==> src/rtl/can_fe_pkg.sv <==
package can_fe_pkg;
  localparam int VOTES = 3;
  localparam int HIST_W = VOTES - 1;

  typedef struct packed {
    logic loop;
    logic triple;
  } fe_cfg_t;

  function automatic logic vote3(input logic [VOTES-1:0] s);
    return ($countones(s) > (VOTES / 2));
  endfunction
endpackage

==> src/rtl/can_fe_sync.sv <==
module can_fe_sync #(
  parameter int STAGES = 2
) (
  input  logic clk,
  input  logic rst_n,
  input  logic d_async,
  output logic d_sync
);
  logic [STAGES-1:0] chain;

  generate
    for (genvar i = 0; i < STAGES; i++) begin : g_stage
      always_ff @(posedge clk or negedge rst_n) begin
        if (!rst_n) chain[i] <= 1'b1;
        else if (i == 0) chain[i] <= d_async;
        else chain[i] <= chain[(i == 0) ? 0 : i-1];
      end
    end
  endgenerate

  assign d_sync = chain[STAGES-1];
endmodule

==> src/rtl/can_fe_cfg.sv <==
module can_fe_cfg
  import can_fe_pkg::*;
(
  input  logic    clk,
  input  logic    rst_n,
  input  logic    freeze,
  input  logic    cfg_wr,
  input  logic    loop_in,
  input  logic    triple_in,
  output fe_cfg_t cfg
);
  logic wr_ok;
  assign wr_ok = cfg_wr && freeze;

  always_ff @(posedge clk or negedge rst_n) begin
    if (!rst_n) cfg <= '0;
    else if (wr_ok) cfg <= '{loop: loop_in, triple: triple_in};
  end


  cfg_hold_chk: assert property (@(posedge clk) disable iff (!rst_n)
    !(cfg_wr && freeze) |=> $stable(cfg));

  cfg_load_chk: assert property (@(posedge clk) disable iff (!rst_n)
    (cfg_wr && freeze) |=> (cfg.loop == $past(loop_in)) && (cfg.triple == $past(triple_in)));
endmodule

==> src/rtl/can_fe_sampler.sv <==
module can_fe_sampler
  import can_fe_pkg::*;
(
  input  logic clk,
  input  logic rst_n,
  input  logic line_in,
  input  logic tq_tick,
  input  logic sp_strobe,
  input  logic triple_en,
  input  logic ack_force,
  output logic rx_bit,
  output logic rx_valid
);
  logic [HIST_W-1:0] hist;
  logic              single_val;
  logic              vote_val;
  logic              next_bit;

  always_ff @(posedge clk or negedge rst_n) begin
    if (!rst_n) hist <= '1;
    else if (tq_tick) hist <= {hist[HIST_W-2:0], line_in};
  end

  assign single_val = line_in;
  assign vote_val   = vote3({hist, line_in});
  assign next_bit   = ack_force ? 1'b0 : (triple_en ? vote_val : single_val);

  always_ff @(posedge clk or negedge rst_n) begin
    if (!rst_n) begin
      rx_bit   <= 1'b1;
      rx_valid <= 1'b0;
    end else begin
      rx_valid <= sp_strobe;
      if (sp_strobe) rx_bit <= next_bit;
    end
  end


  valid_pulse_chk: assert property (@(posedge clk) disable iff (!rst_n)
    sp_strobe |=> rx_valid);

  bit_hold_chk: assert property (@(posedge clk) disable iff (!rst_n)
    !sp_strobe |=> !rx_valid && $stable(rx_bit));

  single_chk: assert property (@(posedge clk) disable iff (!rst_n)
    (sp_strobe && !triple_en && !ack_force) |=> rx_bit == $past(line_in));

  vote_agree_chk: assert property (@(posedge clk) disable iff (!rst_n)
    (sp_strobe && triple_en && !ack_force && hist[0] == hist[1]) |=> rx_bit == $past(hist[0]));
endmodule

==> src/rtl/can_bit_frontend.sv <==
module can_bit_frontend
  import can_fe_pkg::*;
#(
  parameter int SYNC_STAGES = 2
) (
  input  logic clk,
  input  logic rst_n,
  input  logic rx_pin,
  input  logic tx_bit,
  input  logic tq_tick,
  input  logic sp_strobe,
  input  logic ack_slot,
  input  logic freeze,
  input  logic cfg_wr,
  input  logic cfg_loop_in,
  input  logic cfg_triple_in,
  output logic rx_bit,
  output logic rx_valid,
  output logic tx_pin
);
  fe_cfg_t cfg;
  logic    rx_sync;
  logic    line_in;
  logic    ack_force;

  can_fe_sync #(.STAGES(SYNC_STAGES)) u_sync (
    .clk(clk), .rst_n(rst_n), .d_async(rx_pin), .d_sync(rx_sync)
  );

  can_fe_cfg u_cfg (
    .clk(clk), .rst_n(rst_n), .freeze(freeze), .cfg_wr(cfg_wr),
    .loop_in(cfg_loop_in), .triple_in(cfg_triple_in), .cfg(cfg)
  );

  assign line_in   = cfg.loop ? tx_bit : rx_sync;
  assign ack_force = cfg.loop && ack_slot;
  assign tx_pin    = cfg.loop ? 1'b1 : tx_bit;

  can_fe_sampler u_smp (
    .clk(clk), .rst_n(rst_n), .line_in(line_in), .tq_tick(tq_tick),
    .sp_strobe(sp_strobe), .triple_en(cfg.triple), .ack_force(ack_force),
    .rx_bit(rx_bit), .rx_valid(rx_valid)
  );


  tx_recessive_chk: assert property (@(posedge clk) disable iff (!rst_n)
    cfg.loop |-> tx_pin);

  tx_follow_chk: assert property (@(posedge clk) disable iff (!rst_n)
    !cfg.loop |-> tx_pin == tx_bit);

  ack_force_chk: assert property (@(posedge clk) disable iff (!rst_n)
    (sp_strobe && cfg.loop && ack_slot) |=> !rx_bit);

  loop_path_chk: assert property (@(posedge clk) disable iff (!rst_n)
    (sp_strobe && cfg.loop && !cfg.triple && !ack_slot) |=> rx_bit == $past(tx_bit));
endmodule

==> config.mk <==
export PLATFORM = sky130hd
export DESIGN_NAME = can_bit_frontend
export DESIGN_NICKNAME = d
export VERILOG_FILES = /design/src/rtl/can_fe_pkg.sv /design/src/rtl/can_fe_sync.sv /design/src/rtl/can_fe_cfg.sv /design/src/rtl/can_fe_sampler.sv /design/src/rtl/can_bit_frontend.sv
export SDC_FILE = /design/constraint.sdc
export NUM_CORES = 1
export LEC_CHECK = 0
export BUFFER_PORTS_ARGS = -buffer_cell sky130_fd_sc_hd__buf_4
export CAP_MARGIN = 25
export CORE_AREA = 2 2 39 41
export DETAILED_ROUTE_END_ITERATION = 8
export DIE_AREA = 0 0 41 43
export SETUP_SLACK_MARGIN = 0.4
export SLEW_MARGIN = 20
export SYNTH_ARGS = -nofsm -noshare
export SYNTH_HDL_FRONTEND = slang
export SYNTH_SLANG_ARGS = --single-unit
==> constraint.sdc <==
create_clock -name clk -period 1.43 [get_ports clk]
set_input_delay 0 -clock clk [delete_from_list [all_inputs] [get_ports clk]]
set_output_delay 0 -clock clk [all_outputs]
set_load 0.02 [all_outputs]
==> run_results.csv <==
group,metric,value,unit
critical_path,critPathCaptureType,"register",
critical_path,worst_path_dominant_cell_family,"flip-flops",
final_layout,regArea,206,sq um
synth,synth.cell_area,334,sq um
critical_path,cp.required,1.59,ns
drt,drt_pass1_iterations,2,
cts,clock_tree.buffer_depth,2,
synth,synth-async-reset-ratio,100,%
min_path,worst_hold_path.num_cells,4,
critical_path,r2r_setup_slack,0.11,ns
floorplan,placementRows,14,
drt,routed_vias_inst,3.97,
synth,post-synth-top-area-fraction,39.3,%
critical_path,critical_path.reg2reg.endpoint,"u_smp.rx_bit$_DFFE_PN1P_",
synth,post_synth_most_frequent_cells,"5 x dfstp_2, 4 x mux2_2, 3 x dfrtp_1, 3 x nand2_1, 2 x inv_1",
drt,finalWirelength,676,um
timing,period_needed,1.32,ns
run,timing.max_cap.violations,0,
cts,clkSinkCount,8,
power_and_ir_drop,power.density,1110,nW/um^2
cts,tritoncts.num_buffers,3,
synth,syn_warnings,0,
synth,synthesis.instances,23,
floorplan,initial_standard_cell_utilization_of_the_core,24.1,%
critical_path,worst-r2r-cell-count,4,
synth,post_synth_num_cell_types,11,
critical_path,cp_cell_sequence,"mux2_4 -> ha_4 -> a211oi_2 -> o32ai_2",
synth,synth_sequential_area_ratio,61.8,%
timing,worst-slew-pin-transition,0.202,ns
final_layout,number_of_inserted_diodes,0,
final_layout,post_route_cells_drive_above_1_share,69.4,%
floorplan,die_width,41,um
critical_path,critPathMaxFanout,2,
power_and_ir_drop,sequential_power_share,45.0,%
min_path,holdCritPathClass,"in -> reg",
final_layout,final_core_util,42.3,%
synth,syn_nets,35,
floorplan,die_area,1760,sq um
critical_path,r2r-start,"u_cfg.cfg[1]$_DFFE_PN0P_",
final_layout,flow.area_growth_from_synthesis,75.3,%
synth,synthesis.area_per_instance,14.5,sq um
final_layout,multiInputGateArea,138,sq um
drt,drc,0,
critical_path,critical_path.startpoint_type,"register",
global_route,number_of_global_route_vias_before_repair,307,
drt,dr_wl_met2,342,um
timing,fin_setup_tns,0,ns
power_and_ir_drop,p_leak,0.265,nW
power_and_ir_drop,power.combinational.fraction,27.2,%
global_route,groute.usage.overall,10.4,%
synth,synth.most_common_cell,"dfstp_2",
power_and_ir_drop,switching_share,25.0,%
drt,wl_met3,55,um
global_route,grt.overflow.total,0,
power_and_ir_drop,share_of_total_power_in_the_clock_network,27.7,%
timing,timing.clock.skew,0.00576,ns
global_route,maximum_number_of_pins_on_one_net_before_global_route_repair,9,
placed_design,place.detailed.hpwl,527,um
power_and_ir_drop,p_int,0.489,mW
final_layout,nNetsFinal,62,
critical_path,timing.critical_path.depth,4,
drt,routed.top_layer,"met3",
cts,root_buffer,"clkbuf_4",
drt,dr.first_iter.drc_count,3,
synth,ys.flop_type,"dfstp_2",
synth,synth_enable_flop_cells,0,
global_route,grt_pass1_wl,1.15,mm
drt,ant_nets,0,
floorplan,die_h,43,um
timing,grt_setup_unrepaired,"yes",
cts,clkTransAtPathRegs,0.06,ns
timing,setup_viol,0,
run_status,run_status,"finished, final reports clean",
cts,ctsHtreeMaxLevel,1,
timing,headroom_to_the_max_slew_limit,86.5,%
final_layout,fillers,141,
synth,ys_seq_elements,8,
global_route,antenna_found_initial,0,
drt,wl_per_cell,10.4,um
power_and_ir_drop,vdd_drop_max,400,uV
cts,clk_latency,0.25,ns
critical_path,critPathArrivalTime,1.49,ns
floorplan,io_pins,14,
critical_path,cp-endpoint,"u_smp.rx_bit$_DFFE_PN1P_",
timing,final_max_slew_viol_count,0,
synth,yosys.area.top_type,"dfstp_2",
drt,via_count,258,
critical_path,critical_path.n_buffers_inverters,0,
floorplan,placeableCoreArea,1380,sq um
timing,min_period_over_period,92.6,%
synth,ys_top_cells_by_area,"dfstp_2 39%, dfrtp_1 22%, mux2_2 13%",
critical_path,critPathSlowestCell,"dfrtp_1",
drt,wl_met1,278,um
power_and_ir_drop,power.net_switching,0.163,mW
placed_design,placement.io_buffers,13,
cts,tritoncts,"yes",
timing,max_clock_freq,0.755,GHz
timing,hold_violations,0,
critical_path,critical_path.startpoint,"u_cfg.cfg[1]$_DFFE_PN0P_",
critical_path,max_stage_delay,0.39,ns
critical_path,worst-setup-path-type,"reg -> reg",
placed_design,gp_routability_congestion,0.613,
## worst min-delay path by stage
stage	slack, ns	from	endpoint
floorplan	-0.30	rst_n	u_cfg.cfg[0]$_DFFE_PN0P_
global placement	-0.18	rst_n	u_cfg.cfg[1]$_DFFE_PN0P_
detailed placement	-0.18	rst_n	u_cfg.cfg[1]$_DFFE_PN0P_
CTS	0.02	ack_slot	u_smp.rx_bit$_DFFE_PN1P_
global route	0.04	ack_slot	u_smp.rx_bit$_DFFE_PN1P_
finish	0.03	ack_slot	u_smp.rx_bit$_DFFE_PN1P_
## placed cells by master, fill, tap and decap left out
master and instances:
buf_4 14, dlygate4sd3_1 6, dfstp_2 5, mux2_2 4, nand2_1 3, clkbuf_4 3
dfrtp_1 3, inv_1 2, buf_6 2, mux2_4 1, nor2_2 1, a211oi_2 1
o32ai_2 1, or2_2 1, ha_4 1, clkbuf_1 1
## power by group through the flow
stage	registers (mW)	logic (mW)	clock network, mW
after global routing	0.300	0.195	0.209
final	0.294	0.177	0.181
after detailed placement	0.301	0.143	0
after floorplan	0.305	0.0768	0
after global placement	0.297	0.136	0
after CTS	0.295	0.168	0.194
## cell families (layout without fill, tap and decap cells)
| kind of cell | Yosys count | after routing | share of synthesized area [%] |
|---|---|---|---|
| AO/OA/AOI/OAI | 2 | 2 | 7.12 |
| adder cells (fa/ha/maj) | 1 | 1 | 3.74 |
| buffers and inverters | 2 | 28 | 2.25 |
| flip-flops | 8 | 8 | 61.8 |
| multiplexers | 5 | 5 | 18.0 |
| AND/OR/NAND/NOR | 5 | 5 | 7.12 |
## through the flow
stage | cell area, sq um | std cells | power [mW] | setup slack (ns) | hold WS (ns)
5_1_grt | 586 | 65 | 0.704 | 0.0697 | 0.0373
4_1_cts | 567 | 63 | 0.657 | 0.0810 | 0.0186
3_3_place_gp | 469 | 52 | 0.434 | 0.0954 | -0.181
6_report | 586 | 65 | 0.652 | 0.106 | 0.0270
3_5_place_dp | 469 | 52 | 0.444 | 0.0475 | -0.178
2_1_floorplan | 352 | 23 | 0.382 | 0.135 | -0.296
## sequential cells by signal, summed over array words and instances, names as in the netlist
signal / flops
u_cfg.cfg: 2
u_smp.hist: 2
u_smp.rx_bit: 1
u_smp.rx_valid: 1
u_sync.chain: 1
u_sync.d_sync: 1
## layout make-up
| cell class | instances | area share [%] |
|---|---|---|
| Timing Repair Buffer | 22 | 32.1 |
| Tap cell | 16 | 3.42 |
| Sequential cell | 8 | 35.3 |
| Clock buffer | 4 | 4.49 |
| Multi-Input combinational cell | 13 | 23.5 |
| Inverter | 2 | 1.28 |
## routing by layer
metal / track usage [%] / vias to the layer above
met3: 3.14 / 0
met1: 11.0 / 113
li1: - / 131
met2: 16.3 / 14
met5: 0 / -
met4: 8.00 / 0
## worst register-to-register path, delay by kind of cell, from the launching register on
family	cells	cell delay, ns
adders and majority gates	1	0.27
AOI/OAI and AO/OA	2	0.25
DFF	1	0.39
muxes	1	0.33
## repair_timing
item,CTS,global route
setup buffers,1,2
hold endpoints to repair,14,0
gates resized for setup,1,1
endpoints found under the setup margin,3,3
hold buffers,6,0
(Power assumes the default switching activity.)
